### src/rtl/ir_rx_pkg.sv
`timescale 1ns/1ps
package ir_rx_pkg;
  localparam int IR_ADDR_W = 5;
  localparam int IR_CMD_W  = 6;

  typedef enum logic [2:0] {
    ST_QUIET,   // waiting for an unbroken high stretch
    ST_ARMED,   // quiet seen, waiting for start pulse
    ST_MEASURE, // timing the first low start pulse
    ST_GAP,     // waiting for the second start bit to fall
    ST_SAMPLE,  // waiting for the sample point
    ST_ALIGN    // waiting for the mid-bit edge
  } rx_state_e;
endpackage

### src/rtl/ir_tick_gen.sv
`timescale 1ns/1ps
module ir_tick_gen #(
  parameter int DIV = 3200
) (
  input  logic clk,
  input  logic rst_n,
  output logic tick
);
  generate
    if (DIV <= 1) begin : g_every
      assign tick = 1'b1;
    end else begin : g_div
      localparam int W = $clog2(DIV);
      localparam logic [W-1:0] LAST = W'(DIV - 1);
      logic [W-1:0] div_q;
      always_ff @(posedge clk or negedge rst_n) begin
        if (!rst_n)              div_q <= '0;
        else if (div_q == LAST)  div_q <= '0;
        else                     div_q <= div_q + 1'b1;
      end
      assign tick = (div_q == LAST);
    end
  endgenerate
endmodule

### src/rtl/ir_line_sync.sv
`timescale 1ns/1ps
module ir_line_sync (
  input  logic clk,
  input  logic rst_n,
  input  logic line_in,
  output logic level,
  output logic rise,
  output logic fall
);
  logic meta_q, stab_q, prev_q;
  always_ff @(posedge clk or negedge rst_n) begin
    if (!rst_n) begin
      meta_q <= 1'b1;
      stab_q <= 1'b1;
      prev_q <= 1'b1;
    end else begin
      meta_q <= line_in;
      stab_q <= meta_q;
      prev_q <= stab_q;
    end
  end
  assign level = stab_q;
  assign rise  = stab_q & ~prev_q;
  assign fall  = ~stab_q & prev_q;
endmodule

### src/rtl/ir_frame_fsm.sv
`timescale 1ns/1ps
module ir_frame_fsm
  import ir_rx_pkg::*;
#(
  parameter int IDLE_TICKS = 55,
  parameter int HALF_MAX   = 17,
  parameter int FRAME_TO   = 2048,
  parameter int CNT_W      = 8
) (
  input  logic                 clk,
  input  logic                 rst_n,
  input  logic                 tick,
  input  logic                 level,
  input  logic                 rise,
  input  logic                 fall,
  output logic                 out_valid,
  output logic                 out_error,
  output logic                 out_toggle,
  output logic [IR_ADDR_W-1:0] out_addr,
  output logic [IR_CMD_W-1:0]  out_cmd
);
  localparam int NBITS  = 1 + IR_ADDR_W + IR_CMD_W;
  localparam int LCNT_W = $clog2(FRAME_TO + 1);
  localparam int BC_W   = $clog2(NBITS + 1);
  localparam int REF_W  = CNT_W + 2;
  localparam logic [CNT_W-1:0]  IDLE_LIM  = CNT_W'(IDLE_TICKS);
  localparam logic [CNT_W-1:0]  HALF_LIM  = CNT_W'(HALF_MAX);
  localparam logic [LCNT_W-1:0] FRAME_LIM = LCNT_W'(FRAME_TO);

  rx_state_e          st_q, st_d;
  logic [CNT_W-1:0]   ivl_q;
  logic [LCNT_W-1:0]  lng_q;
  logic [REF_W-1:0]   ref_samp_q, ref_edge_q, ivl_x, half_x;
  logic [NBITS-1:0]   sr_q;
  logic [BC_W-1:0]    left_q;
  logic ivl_clr, cap, arm, shift, step, fin_ok, fin_err, long_out;

  assign ivl_x    = {2'b00, ivl_q};
  assign half_x   = ivl_x >> 1;
  assign long_out = (lng_q >= FRAME_LIM);

  always_comb begin
    st_d = st_q; ivl_clr = 1'b0; cap = 1'b0; arm = 1'b0;
    shift = 1'b0; step = 1'b0; fin_ok = 1'b0; fin_err = 1'b0;
    unique case (st_q)
      ST_QUIET: begin
        if (long_out)              fin_err = 1'b1;
        else if (ivl_q >= IDLE_LIM) st_d = ST_ARMED;
        else if (!level)           ivl_clr = 1'b1;
      end
      ST_ARMED: begin
        if (long_out) fin_err = 1'b1;
        else if (!level) begin ivl_clr = 1'b1; st_d = ST_MEASURE; end
      end
      ST_MEASURE: begin
        if (ivl_q >= HALF_LIM) fin_err = 1'b1;
        else if (rise) begin cap = 1'b1; ivl_clr = 1'b1; st_d = ST_GAP; end
      end
      ST_GAP: begin
        if (ivl_x >= ref_samp_q) fin_err = 1'b1;
        else if (fall) begin ivl_clr = 1'b1; arm = 1'b1; st_d = ST_SAMPLE; end
      end
      ST_SAMPLE: begin
        if (ivl_x >= ref_samp_q) begin shift = 1'b1; st_d = ST_ALIGN; end
      end
      ST_ALIGN: begin
        if (ivl_x >= ref_edge_q) fin_err = 1'b1;
        else if (sr_q[0] ? fall : rise) begin
          ivl_clr = 1'b1; step = 1'b1;
          if (left_q == BC_W'(1)) fin_ok = 1'b1;
          else                    st_d = ST_SAMPLE;
        end
      end
      default: st_d = ST_QUIET;
    endcase
    if (fin_ok || fin_err) begin
      st_d = ST_QUIET; ivl_clr = 1'b1;
    end
  end

  always_ff @(posedge clk or negedge rst_n) begin
    if (!rst_n) begin
      st_q <= ST_QUIET; ivl_q <= '0; lng_q <= '0;
      ref_samp_q <= '0; ref_edge_q <= '0; sr_q <= '0; left_q <= '0;
      out_valid <= 1'b0; out_error <= 1'b0; out_toggle <= 1'b0;
      out_addr <= '0; out_cmd <= '0;
    end else begin
      st_q <= st_d;
      // a clear still counts a tick in the same cycle
      if (ivl_clr)                  ivl_q <= {{(CNT_W-1){1'b0}}, tick};
      else if (tick && ivl_q != '1) ivl_q <= ivl_q + 1'b1;
      if (fin_ok || fin_err)             lng_q <= '0;
      else if (tick && lng_q != FRAME_LIM) lng_q <= lng_q + 1'b1;
      if (cap) begin
        ref_samp_q <= ivl_x + half_x;
        ref_edge_q <= half_x + (ivl_x << 1);
      end
      if (arm)   left_q <= BC_W'(NBITS);
      if (step)  left_q <= left_q - 1'b1;
      if (shift) sr_q <= {sr_q[NBITS-2:0], level};
      out_valid <= fin_ok;
      out_error <= fin_err;
      if (fin_ok) begin
        out_toggle <= sr_q[NBITS-1];
        out_addr   <= sr_q[NBITS-2 -: IR_ADDR_W];
        out_cmd    <= sr_q[IR_CMD_W-1:0];
      end else if (fin_err) begin
        out_toggle <= 1'b1;
        out_addr   <= '1;
        out_cmd    <= '1;
      end
    end
  end
endmodule

### src/rtl/ir_biphase_rx.sv
`timescale 1ns/1ps
module ir_biphase_rx
  import ir_rx_pkg::*;
#(
  parameter int TICK_DIV   = 3200,
  parameter int IDLE_TICKS = 55,
  parameter int HALF_MAX   = 17,
  parameter int FRAME_TO   = 2048,
  parameter int CNT_W      = 8
) (
  input  logic                 clk,
  input  logic                 rst_n,
  input  logic                 ir_n,
  output logic                 frame_valid,
  output logic                 frame_error,
  output logic                 frame_toggle,
  output logic [IR_ADDR_W-1:0] frame_addr,
  output logic [IR_CMD_W-1:0]  frame_cmd
);
  logic tick_w, lvl_w, rise_w, fall_w;

  ir_tick_gen #(.DIV(TICK_DIV)) u_tick (
    .clk(clk), .rst_n(rst_n), .tick(tick_w)
  );

  ir_line_sync u_sync (
    .clk(clk), .rst_n(rst_n), .line_in(ir_n),
    .level(lvl_w), .rise(rise_w), .fall(fall_w)
  );

  ir_frame_fsm #(
    .IDLE_TICKS(IDLE_TICKS), .HALF_MAX(HALF_MAX),
    .FRAME_TO(FRAME_TO), .CNT_W(CNT_W)
  ) u_fsm (
    .clk(clk), .rst_n(rst_n), .tick(tick_w),
    .level(lvl_w), .rise(rise_w), .fall(fall_w),
    .out_valid(frame_valid), .out_error(frame_error),
    .out_toggle(frame_toggle), .out_addr(frame_addr), .out_cmd(frame_cmd)
  );
endmodule

### config.mk
export PLATFORM = sky130hd
export DESIGN_NAME = ir_biphase_rx
export DESIGN_NICKNAME = d
export VERILOG_FILES = /design/src/rtl/ir_rx_pkg.sv /design/src/rtl/ir_tick_gen.sv /design/src/rtl/ir_line_sync.sv /design/src/rtl/ir_frame_fsm.sv /design/src/rtl/ir_biphase_rx.sv
export SDC_FILE = /design/constraint.sdc
export NUM_CORES = 1
export LEC_CHECK = 0
export BUFFER_PORTS_ARGS = -buffer_cell sky130_fd_sc_hd__buf_2
export CAP_MARGIN = 20
export CORE_ASPECT_RATIO = 0.7
export CORE_MARGIN = 1.5
export CORE_UTILIZATION = 58
export CTS_BUF_LIST = sky130_fd_sc_hd__clkbuf_8
export DETAILED_ROUTE_END_ITERATION = 7
export PLACE_DENSITY = 0.86
export SYNTH_ARGS = -nofsm -noshare
export SYNTH_HDL_FRONTEND = slang
export SYNTH_SLANG_ARGS = --single-unit
### constraint.sdc
create_clock -name clk -period 2.6 [get_ports clk]
set_input_delay 0.13 -clock clk [delete_from_list [all_inputs] [get_ports clk]]
set_output_delay 0.13 -clock clk [all_outputs]
set_load 0.005 [all_outputs]
==> flow_metrics.py, run 1 <==
metrics = {
    "floorplanning": {
        "fp-row-count": 27,
        "chipWidth_microns": 112,
        "die_y_microns": 79.5,
        "pin_count": 17,
        "core_area_sq_um": 7970,
        "dieArea_sq_um": 8920,
        "start_util": 0.608,
    },
    "synthesis": {
        "yosys_warnings": 0,
        "dominantRegCellSynth": "dfrtp_1",
        "synth_area_leaders": "dfrtp_1 43%, ha_1 11%, nor2_1 4.5%",
        "syn_inst": 498,
        "synth_nets": 545,
        "synthDistinctLibCells": 51,
        "synth_common_cells": "84 x dfrtp_1, 58 x nor2_1, 48 x inv_1",
        "synth.cell_area_sq_um": 4850,
        "yosys.area.top_type": "dfrtp_1",
        "synth_top_area_share": 0.434,
        "ys_ff_latch": 87,
        "synth.most_common_cell": "dfrtp_1",
        "async_flop_share": 1.00,
        "ys_seq_area_frac": 0.450,
        "synth-edff-count": 0,
        "synth.avg_cell_area_sq_um": 9.73,
    },
    "finish": {
        "fin_nets": 581,
        "antenna_cells": 0,
        "final_cells": 640,
        "drive_above_1_share": 0.158,
        "area_growth_syn_to_layout_pct": 12.5,
    },
    "route": {
        "antenna_left": 0,
        "drt-met1-wl_microns": 4890,
        "via_count": 3724,
        "drt_wl_total_microns": 10700,
        "dr_wl_met3_microns": 687,
        "highest_layer": "met4",
        "avgViaCountPerCell": 5.82,
        "wl_per_cell_microns": 16.7,
        "drcViolationCount": 0,
        "dr_wl_met2_microns": 4930,
        "firstDrtPassIters": 6,
        "drt-initial-drc-count": 335,
    },
    "global_route": {
        "grt_overflow": 0,
        "grt_max_degree": 88,
        "grt_pass1_wl_microns": 17300,
        "groute.usage.overall": 0.250,
        "antenna_found_initial": 0,
        "grt_pass1_vias": 3701,
    },
    "sta": {
        "finalHoldViolCount": 0,
        "setup_ws_ns": 0.102,
        "fin_crit_ns": 2.50,
        "slew_viol_final": 0,
        "setup_viol": 0,
        "finClkSkew_ns": 0.00659,
        "tightest_slew_ns": 0.593,
        "max_freq_ghz": 0.400,
        "hold_slack_ns": 0.148,
        "tns_ns": 0,
        "period_share": 0.961,
        "maxSlewHeadroom": 0.602,
    },
    "critical_path": {
        "worstPathCellList": "buf_4 > ha_1 > a211oi_1 > nor3_1 > nor2_1 > and2_1 > nand4_1 > nand4_1 > mux2_2",
        "worstSetupEndpointType": "flop",
        "path_max_fanout": 8,
        "cpPeakStageDelay_ns": 0.41,
        "crit_type": "reg2reg",
        "crit_path_start_kind": "flop",
        "critPathRequiredTime_ns": 2.86,
        "r2r_slack_ns": 0.10,
        "crit_top_cell": "nand4_1",
        "crit_arrival_ns": 2.76,
        "crit_slowest_cell": "dfrtp_1",
    },
    "hold_path": {
        "hold_class": "in2async",
    },
    "clock_network": {
        "htree_levels": 3,
        "clock_path_buffers": 2,
        "clockRootBuffer": "clkbuf_8",
        "clock_latency_ns": 0.37,
        "cts_tree": "yes",
        "cts.sinks": 87,
        "cts_buffers": 9,
        "cts.clk_slew.worst_paths_ns": 0.09,
    },
    "outcome": {
        "status": "complete, no violations",
    },
    "place": {
        "port_buffers": 16,
        "place_hpwl_microns": 7500,
        "gp_congestion": 0.944,
        "place_ws_ns": 0.0500,
        "place_inst": 620,
    },
    "job": {
        "max-cap-violations": 0,
    },
    "pwr": {
        "ir_drop_mv": 0.424,
        "p_leak_nw": 2.67,
        "total_power_w": 0.00247,
        "powerDensity_nw_per_um2": 453,
    },
}
[per-layer routing]
layer	GRT usage	up-vias
met5	0	-
met4	0.0962	0
met3	0.0683	24
met2	0.398	116
met1	0.330	1808
li1	-	1776
[through the flow]
stage,instance area (sq um),util
floorplan,4850,-
global placement,5130,0.643
detailed placement,5130,0.643
CTS,5380,0.674
global route,5450,0.684
finish,5450,0.684
[path summary, 6_finish.rpt]
kind | to | cells after the start | startpoint
worst max register to register | u_fsm.ivl_q[0] | 9 | u_fsm.ivl_q[3]
worst min-delay path | u_fsm.ivl_q[6] | 2 | rst_n
max in group asynchronous | u_sync.prev_q | 3 | rst_n
worst min register to register | u_sync.level | 0 | u_sync.meta_q
worst max-delay path | u_fsm.ivl_q[0] | 9 | u_fsm.ivl_q[3]
min in group clk | u_sync.level | 0 | u_sync.meta_q
[layout make-up]
cell class,count,area (sq um)
fillers,578,2520
clock inverters,7,101
inverters,48,180
multi-input cells,348,2440
flip-flops and latches,87,2180
clock buffers,9,124
repair buffers,40,295
well taps,101,126
[cell usage in the layout, fill, tap and decap left out, drive strengths merged, types with 2 or more instances in the layout]
cell and n:
dfrtp 84, nor2 58, inv 51, ha 42
nand2 37, buf 37, o21ai 31, xnor2 22
xor2 16, nand3 16, a31oi 15, a21oi 14
mux2 13, nand4 12, clkbuf 10, a211oi 9
a21o 7, nand2b 7, nor3 6, and3 4
nor4 4, mux2i 3, o21bai 3, or3 3
nor2b 3, dfstp 3, nor4bb 2, and2 2
fa 2, bufinv 2, dlygate4sd3 2
[repair_timing]
item | CTS | global route
resized for setup | 0 | 17
setup endpoints to repair | 0 | 48
hold buffers | 2 | 0
hold endpoints to repair | 33 | 0
buffers inserted | 0 | 0
[critical path, delay by kind of cell (launching register included)]
kind | cells | cell delay [ns]
AOI/OAI and AO/OA | 1 | 0.25
and+or+nand+nor | 5 | 0.89
adders and majority gates | 1 | 0.30
DFF | 1 | 0.41
buffers and inverters | 1 | 0.18
muxes | 1 | 0.35
[cell families after synthesis]
group	count (synthesis)	share of synthesized area
flops	87	0.450
compound gates	89	0.115
buf+inv	63	0.0542
xor+xnor	38	0.0687
fa+ha+maj	44	0.117
simple gates	161	0.159
mux	16	0.0364
[report_power, final]
part	internal (W)	total [W]	switching, W
clock network	0.000552	0.00106	0.000510
logic	0.0000129	0.0000472	0.0000343
registers	0.00136	0.00136	0.00000211
[sequential cells by signal (all words and copies together) (netlist names), 3 cells and up]
| signal | count |
|---|---|
| u_fsm.ref_samp_q | 9 |
| u_fsm.ivl_q | 8 |
| u_fsm.out_cmd | 6 |
| u_fsm.out_addr | 5 |
| u_fsm.st_q | 3 |
| u_fsm.ref_edge_q | 10 |
| u_fsm.left_q | 4 |
| u_tick.g_div.div_q | 12 |
| u_fsm.sr_q | 12 |
| u_fsm.lng_q | 12 |
No activity file was read; power rests on OpenSTA's default activity.
==> inputs of run 2 (changes only) <==
Settings changed: CORE_UTILIZATION 58 to 40, PLACE_DENSITY 0.86 to 0.66.
==> run 2 against run 1 <==
  * Sequential share of layout area down 0.67 points
  * Clock-buffer cell count stayed put
  * Clock power barely moved
  * Utilization decreased by 21 points
  * Combinational power decreased by 1%
  * Global-route usage decreased by 8.5 points
  * Clock skew up 0.0043 ns
  * Die area is 43% higher
  * Total power shrank 0.99%
  * Register-to-register slack better by 0.08 ns
  * Largest cell class unchanged
  * Largest power group unchanged
  * Highest routed layer unchanged
==> flow_metrics.py, run 2 (synthesized netlist as in run 1, its figures left out) <==
metrics = {
    "outcome": {
        "status": "complete, no violations",
    },
    "critical_path": {
        "crit_slowest_cell": "or4b_4",
        "cpPeakStageDelay_ns": 0.58,
        "crit_arrival_ns": 2.66,
        "critPathRequiredTime_ns": 2.84,
        "worstSetupEndpointType": "flop",
        "crit_family": "simple AND/OR/NAND/NOR gates",
        "crit_top_cell": "nand3_2",
        "crit_type": "reg2reg",
        "path_max_fanout": 9,
        "critPathBufInv": 2,
        "crit_path_start_kind": "flop",
        "worstPathCellList": "inv_1 > ha_1 > nand2b_1 > a211o_1 > nand3_2 > nand3_2 > or4b_4 > buf_4 > nor2_1 > a31oi_1",
    },
    "route": {
        "antenna_left": 0,
        "firstDrtPassIters": 4,
        "via_count": 3565,
        "avgViaCountPerCell": 5.09,
        "drcViolationCount": 0,
        "wl_per_cell_microns": 14.3,
        "drt-initial-drc-count": 198,
        "drt_wl_total_microns": 10000,
    },
    "finish": {
        "top_regs": "u_fsm.lng_q (12), u_fsm.sr_q (12), u_tick.g_div.div_q (12)",
        "most-common-layout-cells": "82 x dfrtp_1, 58 x nor2_1, 47 x inv_1",
        "area_growth_syn_to_layout_pct": 14.3,
        "final_common_cell": "dfrtp_1",
        "drive_above_1_share": 0.164,
        "fin_nets": 585,
        "antenna_cells": 0,
        "design_area_sq_um": 5540,
    },
    "pwr": {
        "ir_drop_mv": 0.274,
        "seq_power_share": 0.556,
        "p_clk_frac": 0.425,
        "powerDensity_nw_per_um2": 441,
        "switchingPower_w": 0.000532,
        "power_frac_comb": 0.019,
        "swShare": 0.218,
        "p_leak_nw": 2.69,
        "internal-power_w": 0.00191,
    },
    "sta": {
        "rsz0062_at_grt": "false",
        "finalHoldViolCount": 0,
        "slew_viol_final": 0,
        "finClkSkew_ns": 0.0109,
        "setup_viol": 0,
        "maxSlewHeadroom": 0.586,
        "tns_ns": 0,
        "max_freq_ghz": 0.414,
        "fin_crit_ns": 2.42,
        "tightest_slew_ns": 0.616,
        "period_share": 0.929,
    },
    "clock_network": {
        "clock_path_buffers": 2,
        "htree_levels": 3,
        "cts.sinks": 87,
        "cts_buffers": 9,
        "postCtsSetupBuffers": 0,
        "clockRootBuffer": "clkbuf_8",
        "cts.clk_slew.worst_paths_ns": 0.09,
        "cts_tree": "yes",
        "clock_latency_ns": 0.37,
    },
    "global_route": {
        "grt_overflow": 0,
        "grt_pass1_wl_microns": 16800,
        "groute.usage.overall": 0.166,
        "antenna_found_initial": 0,
        "grt_pass1_vias": 3464,
        "grt_max_degree": 88,
    },
    "job": {
        "max-cap-violations": 0,
    },
    "floorplanning": {
        "fp-row-count": 33,
        "core_area_sq_um": 11800,
        "start_util": 0.412,
        "die_y_microns": 95.1,
        "pin_count": 17,
        "chipWidth_microns": 135,
        "dieArea_sq_um": 12800,
    },
    "hold_path": {
        "hold_class": "in2async",
    },
    "place": {
        "port_buffers": 16,
        "place_area_sq_um": 5240,
        "gp_congestion": 0.852,
        "place_hpwl_microns": 7130,
    },
}
run 2: worst register-to-register path, delay by kind of cell, from the launching register on:
| kind | cells | cell delay [ns] |
|---|---|---|
| simple gates | 5 | 1.03 |
| flops | 1 | 0.40 |
| compound gates | 2 | 0.38 |
| buf+inv | 2 | 0.28 |
| fa+ha+maj | 1 | 0.22 |
run 2: power by group through the flow:
stage          combinational [W]  clock (W)  sequential [W]
2_1_floorplan         0.00000666          0         0.00139
3_3_place_gp           0.0000418          0         0.00139
3_5_place_dp           0.0000423          0         0.00139
4_1_cts                0.0000450    0.00107         0.00136
5_1_grt                0.0000537    0.00112         0.00136
6_report               0.0000466    0.00104         0.00136
run 2: stage by stage:
stage          cells  power, W  worst slack, ns  hold WS, ns  utilization
2_1_floorplan    498   0.00139           0.0449       -0.166            -
5_1_grt          700   0.00253           0.0194        0.318        0.471
3_3_place_gp     680   0.00143            0.131        0.236        0.445
4_1_cts          698   0.00247           0.0682        0.360        0.465
6_report         700   0.00244            0.184        0.286        0.471
3_5_place_dp     680   0.00143           0.0880        0.241        0.445
run 2: what timing repair did:
action                                  CTS  global route
endpoints found under the setup margin    0            47
gates resized for setup                   0            16
hold buffers                              2             0
hold endpoints to repair                 16             0
run 2: path summary, 6_finish.rpt:
check | start | endpoint | slack, ns | cells after the start
worst max-delay path | u_fsm.ivl_q[0] | u_fsm.out_cmd[2] | 0.18 | 10
worst min-delay path | rst_n | u_fsm.out_addr[2] | 0.29 | 2
worst max register to register | u_fsm.ivl_q[0] | u_fsm.out_cmd[2] | 0.18 | 10
worst min register to register | u_sync.meta_q | u_sync.level | 0.36 | 0
max in group asynchronous | rst_n | u_sync.prev_q | 1.64 | 3
min in group clk | u_sync.meta_q | u_sync.level | 0.36 | 0
run 2: per-layer routing:
| layer | track usage | wire [microns] |
|---|---|---|
| met2 | 0.242 | 4230 |
| met4 | 0.0403 | 76 |
| met3 | 0.0399 | 327 |
| met1 | 0.245 | 5410 |
| met5 | 0 | 0 |
run 2: layout make-up:
type                            instances  area [sq um]
Multi-Input combinational cell        348          2450
Fill cell                            1114          6230
Tap cell                              157           196
Clock buffer                            9           124
Timing Repair Buffer                   44           314
Inverter                               48           180
Sequential cell                        87          2180
Clock inverter                          7          95.1
==> inputs of run 3 (changes only) <==
--- a/config.mk
+++ b/config.mk
@@ -14,3 +14,2 @@
 export DETAILED_ROUTE_END_ITERATION = 7
-export PLACE_DENSITY = 0.66
 export SYNTH_ARGS = -nofsm -noshare
==> constraint.sdc (replaced) <==
create_clock -name clk -period 2.6 [get_ports clk]
set_input_delay 0.26 -clock clk [delete_from_list [all_inputs] [get_ports clk]]
set_output_delay 0.26 -clock clk [all_outputs]
set_load 0.005 [all_outputs]
==> run 3 against run 2 <==
  * Register-to-register slack got worse by 0.05 ns
  * Clock-buffer cell count stayed put
  * Sequential cell count is the same
  * Critical path depth is 2 lower
  * Cell count increased by 0.29%
  * Sequential power about the same
  * First-iteration DRC count down 18%
  * Clock skew increased by 0.0019 ns
  * Cell area unchanged
  * Worst hold slack better by 0.078 ns
  * Utilization did not move
  * Critical path type unchanged
  * Critical endpoint is now u_fsm.sr_q[5]
  * Largest cell class unchanged
==> flow_metrics.py, run 3 (synthesized netlist as in run 1, its figures left out) <==
metrics = {
    "outcome": {
        "status": "complete, no violations",
    },
    "clock_network": {
        "clockRootBuffer": "clkbuf_8",
        "htree_levels": 3,
        "clock_path_buffers": 2,
        "clock_latency_ns": 0.37,
        "cts.sinks": 87,
        "postCtsSetupBuffers": 0,
        "cts_tree": "yes",
        "cts_buffers": 9,
        "cts.clk_slew.worst_paths_ns": 0.10,
    },
    "hold_path": {
        "holdPathStages": 0,
        "min_from": "u_sync.meta_q",
        "min_to": "u_sync.level",
        "hold_class": "reg2reg",
    },
    "global_route": {
        "grt_max_degree": 63,
        "antenna_found_initial": 0,
        "met2_usage": 0.240,
        "gr-usage-met1": 0.263,
        "grt_overflow": 0,
        "grt_pass1_vias": 3415,
        "use_met3": 0.0415,
        "groute.usage.overall": 0.173,
        "grt_pass1_wl_microns": 17300,
        "gr-max-usage-layer": "met1",
    },
    "critical_path": {
        "r2r_slack_ns": 0.13,
        "critPathRequiredTime_ns": 2.86,
        "path_max_fanout": 12,
        "crit_arrival_ns": 2.73,
        "r2r-start": "u_fsm.ivl_q[3]",
        "r2r-end": "u_fsm.sr_q[5]",
        "worstSetupStartpoint": "u_fsm.ivl_q[3]",
        "crit_type": "reg2reg",
        "worstSetupEndpointType": "flop",
        "worst_r2r_path_depth": 8,
        "crit_path_start_kind": "flop",
    },
    "floorplanning": {
        "start_util": 0.412,
        "core_area_sq_um": 11800,
        "die_y_microns": 95.1,
        "dieArea_sq_um": 12800,
        "fp-row-count": 33,
        "pin_count": 17,
        "chipWidth_microns": 135,
    },
    "pwr": {
        "powerDensity_nw_per_um2": 436,
        "p_leak_nw": 2.68,
        "switchingPower_w": 0.000583,
        "swShare": 0.241,
        "power_frac_comb": 0.019,
        "internal-power_w": 0.00183,
        "seq_power_share": 0.562,
        "ir_drop_mv": 0.224,
        "p_clk_frac": 0.419,
    },
    "sta": {
        "rsz0062_at_grt": "false",
        "maxSlewHeadroom": 0.487,
        "finClkSkew_ns": 0.0128,
        "finalHoldViolCount": 0,
        "period_share": 0.949,
        "slew_viol_final": 0,
        "max_freq_ghz": 0.405,
        "tightest_slew_ns": 0.770,
        "fin_crit_ns": 2.47,
        "tns_ns": 0,
        "setup_viol": 0,
    },
    "finish": {
        "most-common-layout-cells": "84 x dfrtp_1, 57 x nor2_1, 47 x inv_1",
        "final_util": 0.471,
        "area_growth_syn_to_layout_pct": 14.3,
        "top_regs": "u_fsm.lng_q (12), u_fsm.sr_q (12), u_tick.g_div.div_q (12)",
        "fin_nets": 587,
        "antenna_cells": 0,
        "final_common_cell": "dfrtp_1",
        "drive_above_1_share": 0.161,
    },
    "route": {
        "wl_per_cell_microns": 14.3,
        "drcViolationCount": 0,
        "antenna_left": 0,
        "firstDrtPassIters": 4,
        "drt-initial-drc-count": 162,
        "via_count": 3514,
        "drt_wl_total_microns": 10100,
        "avgViaCountPerCell": 5.01,
    },
    "place": {
        "place_hpwl_microns": 7340,
        "port_buffers": 16,
        "gp_congestion": 0.850,
    },
    "job": {
        "max-cap-violations": 0,
    },
}
[run 3: worst max path at each step]
stage,end,cells past startpoint
finish,u_fsm.sr_q[5],8
global route,u_fsm.out_cmd[0],9
CTS,u_fsm.lng_q[9],9
detailed placement,u_fsm.lng_q[9],9
global placement,u_fsm.st_q[1],10
floorplan,u_fsm.lng_q[5],10
[run 3: stage by stage]
step | setup slack, ns | instance area, sq um | total power, W | hold WS [ns] | cells
floorplan | 0.0449 | 4850 | 0.00139 | -0.0356 | 498
global placement | 0.0614 | 5280 | 0.00143 | 0.349 | 684
detailed placement | -0.0275 | 5280 | 0.00143 | 0.351 | 684
CTS | 0.0561 | 5520 | 0.00246 | 0.365 | 702
global route | 0.00159 | 5540 | 0.00252 | 0.369 | 702
finish | 0.131 | 5540 | 0.00242 | 0.364 | 702
[run 3: area by class of cell]
type,count,area (sq um)
clock buffer,9,124
clock inverter,7,91.3
fill,1116,6230
inverter,48,180
multi-input combinational,348,2440
sequential,87,2180
tap,157,196
timing repair buffer,46,325
[run 3: repair_timing]
action,in CTS,in global routing
resized for setup,1,7
setup endpoints to repair,15,40
cloned,0,0
hold endpoints to repair,58,0
hold buffers,2,0
pin swaps,0,1
[run 3: power by group through the flow]
stage	logic (W)	registers [W]	clock network (W)
5_1_grt	0.0000533	0.00136	0.00111
2_1_floorplan	0.00000666	0.00139	0
3_3_place_gp	0.0000448	0.00138	0
6_report	0.0000457	0.00136	0.00101
4_1_cts	0.0000483	0.00136	0.00105
3_5_place_dp	0.0000459	0.00138	0
[run 3: metal layers]
metal  vias to the layer above  part of all wire
met2                        36              0.41
met3                         6             0.031
li1                       1793                 -
met1                      1679              0.55
met5                         -                 0
met4                         0            0.0095
[run 3: critical path, cell delays in order (launching register included)]
cell     delay, ns
dfrtp_1       0.40
buf_4         0.19
ha_1          0.31
a41oi_1       0.12
or3_4         0.40
and2_2        0.22
nor3_1        0.14
buf_4         0.23
mux2_2        0.35
